<file path="src/rtl/bootseq_pkg.sv">
package bootseq_pkg;
   localparam logic [15:0] CMD_WARM  = 16'h00F0;
   localparam logic [15:0] CMD_IDENT = 16'h0090;
   localparam logic [15:0] CMD_ARM   = 16'h00E0;
   localparam logic [15:0] CMD_FIRE  = 16'h0000;
   localparam int NUM_SA   = 8;
   localparam int BLK_SLOT = 0;
   localparam int PAGE_SLOT = 7;
   localparam logic [2:0] FULL_PAGE = 3'd4;

   typedef enum logic [1:0] {
      WIN_NONE,
      WIN_BOOT,
      WIN_SADDR,
      WIN_SBUF
   } win_e;
endpackage

</file>
<file path="src/rtl/bootseq_window_dec.sv">
module bootseq_window_dec
   import bootseq_pkg::*;
#(
   parameter logic [15:0] LO_END  = 16'h01FF,
   parameter logic [15:0] HI_BASE = 16'h8000,
   parameter logic [15:0] HI_END  = 16'h800F,
   parameter logic [15:0] SA_BASE = 16'hF100,
   parameter logic [15:0] SB_ADDR = 16'hF200
) (
   input  logic [15:0] addr,
   output win_e        kind,
   output logic [2:0]  slot
);
   logic in_lo, in_hi, in_sa;

   always_comb begin
      in_lo = (addr <= LO_END);
      in_hi = (addr >= HI_BASE) && (addr <= HI_END);
      in_sa = (addr[15:3] == SA_BASE[15:3]);
      slot  = addr[2:0];
      if (in_lo || in_hi)        kind = WIN_BOOT;
      else if (in_sa)            kind = WIN_SADDR;
      else if (addr == SB_ADDR)  kind = WIN_SBUF;
      else                       kind = WIN_NONE;
   end
endmodule

</file>
<file path="src/rtl/bootseq_sector_map.sv">
module bootseq_sector_map #(
   parameter int SIZE_CODE = 3,
   parameter bit DENS_EN   = 1'b1,
   parameter int BLK_W     = 12,
   parameter int SECT_W    = 20
) (
   input  logic [15:0]       blk_reg,
   input  logic [15:0]       page_reg,
   output logic [SECT_W-1:0] sector
);
   localparam logic [BLK_W-1:0] ONE_B   = {{(BLK_W-1){1'b0}}, 1'b1};
   localparam logic [BLK_W-1:0] D_MASK  = ONE_B << (6 + SIZE_CODE);

   logic [BLK_W-1:0] blk_base;
   logic [BLK_W-1:0] blk_eff;
   logic             unused_bits;

   assign blk_base    = {{(BLK_W-12){1'b0}}, blk_reg[11:0]};
   assign unused_bits = ^{blk_reg[15:12], page_reg[15:8]};

   generate
      if (DENS_EN) begin : g_fold
         assign blk_eff = blk_base | (blk_reg[15] ? D_MASK : '0);
      end else begin : g_plain
         assign blk_eff = blk_base;
      end
   endgenerate

   assign sector = {blk_eff, page_reg[7:0]};
endmodule

</file>
<file path="src/rtl/bootseq_cmd_fsm.sv">
module bootseq_cmd_fsm
   import bootseq_pkg::*;
#(
   parameter int SECT_W = 20
) (
   input  logic              clk,
   input  logic              rst_n,
   input  logic              boot_wr,
   input  logic [15:0]       boot_val,
   input  logic [SECT_W-1:0] sector_in,
   input  logic              ack,
   output logic              rst_cmd,
   output logic              advance,
   output logic              req_q,
   output logic [SECT_W-1:0] sector_q,
   output logic              warm_q,
   output logic              ident_q
);
   logic armed_q, pend_q;
   logic id_cmd, fire, issue;

   always_comb begin
      rst_cmd = boot_wr && !armed_q && (boot_val == CMD_WARM);
      id_cmd  = boot_wr && !armed_q && (boot_val == CMD_IDENT);
      fire    = boot_wr && armed_q && (boot_val == CMD_FIRE);
      issue   = (fire || pend_q) && !req_q && !rst_cmd;
      advance = issue;
   end

   always_ff @(posedge clk or negedge rst_n) begin
      if (!rst_n) begin
         armed_q  <= 1'b0;
         pend_q   <= 1'b0;
         req_q    <= 1'b0;
         sector_q <= '0;
         warm_q   <= 1'b0;
         ident_q  <= 1'b0;
      end else begin
         warm_q  <= rst_cmd;
         ident_q <= id_cmd;
         if (boot_wr) begin
            armed_q <= armed_q ? 1'b0 : (boot_val == CMD_ARM);
         end
         if (rst_cmd)            pend_q <= 1'b0;
         else if (issue)         pend_q <= 1'b0;
         else if (fire && req_q) pend_q <= 1'b1;
         if (issue) begin
            req_q    <= 1'b1;
            sector_q <= sector_in;
         end else if (req_q && ack) begin
            req_q <= 1'b0;
         end
      end
   end
endmodule

</file>
<file path="src/rtl/boot_cmd_sequencer.sv">
module boot_cmd_sequencer
   import bootseq_pkg::*;
#(
   parameter int          SIZE_CODE = 3,
   parameter bit          DENS_EN   = 1'b1,
   parameter int          SECT_W    = 20,
   parameter logic [15:0] SA_BASE   = 16'hF100,
   parameter logic [15:0] SB_ADDR   = 16'hF200
) (
   input  logic              clk,
   input  logic              rst_n,
   input  logic              bus_wr,
   input  logic [15:0]       bus_addr,
   input  logic [15:0]       bus_wdata,
   output logic [15:0]       bus_rdata,
   output logic              load_req,
   output logic [SECT_W-1:0] load_sector,
   output logic [2:0]        load_count,
   input  logic              load_ack,
   output logic              warm_rst_o,
   output logic              ident_o
);
   localparam int BLK_W = ((7 + SIZE_CODE) > 12) ? (7 + SIZE_CODE) : 12;

   generate
      if (SIZE_CODE < 0 || SIZE_CODE > 7) begin : g_bad_size
         $error("SIZE_CODE must be 0..7");
      end
      if (SECT_W != BLK_W + 8) begin : g_bad_sect
         $error("SECT_W must equal block width plus 8");
      end
   endgenerate

   win_e        kind;
   logic [2:0]  slot;
   logic [15:0] addr_q [NUM_SA];
   logic [3:0]  buf_q;
   logic [2:0]  cnt_q;
   logic [2:0]  cnt_m1;
   logic [15:0] page_q;
   logic [SECT_W-1:0] sector_c;
   logic        rst_cmd, advance, sa_wr, sb_wr;

   bootseq_window_dec #(
      .SA_BASE (SA_BASE),
      .SB_ADDR (SB_ADDR)
   ) win_i (
      .addr (bus_addr),
      .kind (kind),
      .slot (slot)
   );

   bootseq_sector_map #(
      .SIZE_CODE (SIZE_CODE),
      .DENS_EN   (DENS_EN),
      .BLK_W     (BLK_W),
      .SECT_W    (SECT_W)
   ) map_i (
      .blk_reg  (addr_q[BLK_SLOT]),
      .page_reg (addr_q[PAGE_SLOT]),
      .sector   (sector_c)
   );

   bootseq_cmd_fsm #(
      .SECT_W (SECT_W)
   ) fsm_i (
      .clk       (clk),
      .rst_n     (rst_n),
      .boot_wr   (bus_wr && (kind == WIN_BOOT)),
      .boot_val  (bus_wdata),
      .sector_in (sector_c),
      .ack       (load_ack),
      .rst_cmd   (rst_cmd),
      .advance   (advance),
      .req_q     (load_req),
      .sector_q  (load_sector),
      .warm_q    (warm_rst_o),
      .ident_q   (ident_o)
   );

   assign sa_wr  = bus_wr && (kind == WIN_SADDR);
   assign sb_wr  = bus_wr && (kind == WIN_SBUF);
   assign page_q = addr_q[PAGE_SLOT];
   assign load_count = FULL_PAGE;

   always_ff @(posedge clk or negedge rst_n) begin
      if (!rst_n) begin
         for (int i = 0; i < NUM_SA; i++) addr_q[i] <= '0;
         buf_q <= '0;
         cnt_q <= 3'd1;
      end else if (rst_cmd) begin
         for (int i = 0; i < NUM_SA; i++) addr_q[i] <= '0;
         buf_q <= '0;
         cnt_q <= 3'd1;
      end else begin
         for (int i = 0; i < NUM_SA; i++) begin
            if (sa_wr && (slot == 3'(i))) begin
               addr_q[i] <= bus_wdata;
            end else if ((i == PAGE_SLOT) && advance) begin
               addr_q[i] <= {8'h00, addr_q[i][7:0] + 8'd4};
            end
         end
         if (sb_wr) begin
            buf_q <= bus_wdata[11:8];
            cnt_q <= (bus_wdata[1:0] == 2'b00) ? 3'd4 : {1'b0, bus_wdata[1:0]};
         end
      end
   end

   assign cnt_m1 = cnt_q - 3'd1;

   always_comb begin
      case (kind)
         WIN_SADDR: bus_rdata = addr_q[slot];
         WIN_SBUF:  bus_rdata = {4'h0, buf_q, 6'h00, cnt_m1[1], 1'b0};
         default:   bus_rdata = '0;
      endcase
   end
endmodule

</file>
<file path="config.mk">
export PLATFORM = sky130hd
export DESIGN_NAME = boot_cmd_sequencer
export DESIGN_NICKNAME = d
export VERILOG_FILES = /design/src/rtl/bootseq_pkg.sv /design/src/rtl/bootseq_window_dec.sv /design/src/rtl/bootseq_sector_map.sv /design/src/rtl/bootseq_cmd_fsm.sv /design/src/rtl/boot_cmd_sequencer.sv
export SDC_FILE = /design/constraint.sdc
export NUM_CORES = 1
export LEC_CHECK = 0
export BUFFER_PORTS_ARGS = -buffer_cell sky130_fd_sc_hd__buf_4
export CORE_MARGIN = 2
export CORE_UTILIZATION = 55
export DETAILED_ROUTE_END_ITERATION = 10
export PLACE_DENSITY = 0.8
export SYNTH_ARGS = -nofsm -noshare
export SYNTH_HDL_FRONTEND = slang
export SYNTH_HIERARCHICAL = 1
export SYNTH_SLANG_ARGS = --single-unit
</file>
<file path="constraint.sdc">
create_clock -name clk -period 3.88 [get_ports clk]
set_clock_uncertainty 0.05 [all_clocks]
set_input_delay 0 -clock clk [delete_from_list [all_inputs] [get_ports clk]]
set_output_delay 0 -clock clk [all_outputs]
set_load 0.1 [all_outputs]
</file>
==> flow_summary.toml <==
[clock_tree]
root_buffer = "clkbuf_16"
cts_resized = 0
cts_setup_buffers = 0
cts.path.max_buffers = 2
cts_hold_buffers = 20
insertion_delay_ps = 420
cts.sinks = 159
path_clk_slew_ps = 60
h-tree-depth = 4
cts_tree = "built"
cts_buffers = 17

[run]
maxCapViolations = 0

[place]
dpl.hpwl_microns = 12250
io_buffers = 74
gp_congestion = 0.8589
pre_cts_ws_ps = 257.6

[synthesis]
ys_ff_latch = 159
synth_area_sq_mm = 0.008119
synthFlopType = "dfrtp_1"
async_reset_ff_share_pct = 100.0
synth_largest_area_cell = "dfrtp_1"
ys_warn_count = 6
synth_common_cells = "nand2_1 (159), dfrtp_1 (158), a21oi_1 (83), nor2_1 (79), mux2i_1 (60)"
synth-seq-area-share_pct = 49.02
synth_top_area_share_pct = 48.70
avgSynthCellArea_sq_um = 10.42
synth_edf_count = 0
syn_inst = 779
synth_most_common_cell = "nand2_1"
yosysUniqueCellTypes = 53
synth_area_leaders = "dfrtp_1 (49%), mux4_2 (7.5%), mux2i_1 (7.4%), nand2_1 (7.4%), a21oi_1 (5.1%)"

[detailed_routing]
drcViolationCount = 0
antenna_left = 0
dr.pass1.iters = 5
vias_per_cell = 5.907
post_drt_wl_per_cell_microns = 19.93
drt_iter0_drc = 532
vias = 5972
finalWirelength_microns = 20150

[floorplan]
rows = 44
placeableCoreArea_sq_mm = 0.01448
fp.dieH_microns = 125.5
die_width_microns = 125.5
io_pins = 78
die_area_sq_mm = 0.01575
initial_utilization_pct = 56.08

[timing]
fmax_mhz = 309.8
worst_slew_pin_slew_ps = 1260
relSlewSlack_pct = 15.98
setup_ws_ps = 652.1
rsz0062_at_grt = "no"
maxSlewViolCount = 0
setup_tns_ps = 0
setup_violations = 0
timing.final.crit_period_ps = 3228
min_period_over_period_pct = 83.19
hold_viol_final = 0

[pwr]
leakagePower_nw = 4.508
ir_worst_vdd_uv = 303.8
cellPowerDensity_mw_per_mm2 = 387.0

[global_routing]
antenna_found_initial = 0
grt_pass1_vias = 6037
grt_max_degree = 137
grt.overflow.total = 0
grt_pass1_wl_microns = 32480
grt.total_usage_pct = 26.48

[final_layout]
final_nets = 851
multi_input_area_sq_mm = 0.003555
area_growth_pct = 14.36
drive_gt1_share_pct = 22.37
ff_latch_area_sq_mm = 0.003980
diodes = 0
fillers = 1114

[worst_setup_path]
crit_path_cell_trace = "buf_4, or4_4, or4b_1, o22ai_1, nand2b_1, nor2_1, a221oi_1, o21ai_1, buf_4"
slowest_stage = "or4b_1"
timing.rr.end = "fsm_i/sector_q[15]$_DFFE_PN0P_"
cp-start-kind = "input port"
rrSetupSlack_ps = 1570
startpoint = "bus_addr[6]"
cpMostUsedCell = "buf_4"
required_ps = 3830
worstPathMaxFanout = 10
r2r_start = "fsm_i/armed_q$_DFFE_PN0P_"
critPathKind = "in -> out"
cp_slowest_stage_delay_ps = 560
worst_setup_path_end_kind = "primary output"
worstRegToRegCells = 6
cp.arrival_ps = 3180

[hold_path]
hold_path.class = "in -> reg"
min_to = "fsm_i/armed_q$_DFFE_PN0P_"
holdCritStartpoint = "bus_addr[8]"
hold_depth = 5

[outcome]
status = "completed"
cell type report:
class	instances	area share [%]
clock buffer	19	4.878
multi-input combinational	523	38.28
inverter	3	0.1213
sequential	159	42.86
tap	184	2.479
timing repair buffer	110	9.608
clock inverter	13	1.765
registers in the layout, summed over array words and instances, names as in the netlist:
name	flops
addr_q	112
buf_q	4
cnt_q	2
fsm_i/armed_q	1
fsm_i/ident_q	1
fsm_i/pend_q	1
fsm_i/req_q	1
fsm_i/sector_q	20
fsm_i/warm_q	1
page_q	16
worst max-delay path by stage:
| stage | endpoint | slack, ps | cells past startpoint |
|---|---|---|---|
| finish | bus_rdata[11] | 650 | 9 |
| global route | page_q[7]$_DFFE_PN0P_ | 340 | 14 |
| CTS | page_q[7]$_DFFE_PN0P_ | 700 | 14 |
| detailed placement | page_q[7]$_DFFE_PN0P_ | 260 | 14 |
| global placement | page_q[7]$_DFFE_PN0P_ | 360 | 14 |
| floorplan | bus_rdata[10] | 460 | 8 |
per-layer routing:
metal | vias up | track usage, % | share of wire (%)
met4 | 0 | 11.05 | 2.8
met2 | 262 | 42.86 | 49
met1 | 2971 | 35.78 | 41
li1 | 2696 | - | -
met3 | 43 | 4.407 | 6.6
met5 | - | 0 | 0
report_power, final:
group / internal, mW / leakage [nW] / switching, mW
registers: 1.66 / 2.21 / 0.00142
logic: 0.0612 / 1.99 / 0.121
clock network: 1.05 / 0.299 / 0.702
cell usage in the layout, fill, tap and decap left out, types with 3 or more instances in the layout:
| cell type | instances |
|---|---|
| clkinv_4 | 5 |
| buf_4 | 88 |
| mux2i_1 | 60 |
| inv_1 | 3 |
| clkinv_2 | 3 |
| conb_1 | 3 |
| nand3_1 | 9 |
| nand2b_1 | 4 |
| xor2_1 | 4 |
| dlygate4sd3_1 | 20 |
| nand3b_1 | 10 |
| nand4_1 | 3 |
| o21ai_1 | 5 |
| mux2_4 | 18 |
| nor4_1 | 3 |
| mux2_2 | 7 |
| clkbuf_16 | 17 |
| a221oi_1 | 5 |
| a21oi_1 | 83 |
| dfrtp_1 | 158 |
| nor2b_1 | 4 |
| nand2_1 | 159 |
| nor2_1 | 78 |
| bufinv_16 | 3 |
| a211oi_1 | 6 |
| mux4_2 | 27 |
| a31oi_1 | 3 |
critical path, delay by kind of cell:
family / cells / cell delay, ps
and+or+nand+nor: 4 / 1860
AOI/OAI and AO/OA: 3 / 950
buffers and inverters: 2 / 370
through the flow:
stage	hold slack [ps]	power, mW	area [sq um]	instances	util [%]
CTS	88.82	3.598	9285	1011	64.13
global placement	130.4	1.857	8468	959	58.49
detailed placement	142.8	1.859	8468	959	58.49
finish	89.43	3.593	9285	1011	64.13
floorplan	-345.6	1.781	8123	780	-
global route	127.1	3.672	9285	1011	64.13
cells by family (layout without fill, tap and decap cells):
kind of cell / count (synthesis) / in the layout / synth area share (%)
DFF: 159 / 159 / 49.02
xor gates and xnor gates: 6 / 6 / 0.6472
adders and majority gates: 1 / 1 / 0.1541
buffers and inverters: 98 / 145 / 7.335
and+or+nand+nor: 294 / 294 / 16.35
AOI/OAI and AO/OA: 107 / 107 / 7.212
muxes: 112 / 112 / 19.19
other: 2 / 3 / 0.09250
No activity file was read; power rests on OpenSTA's default activity.
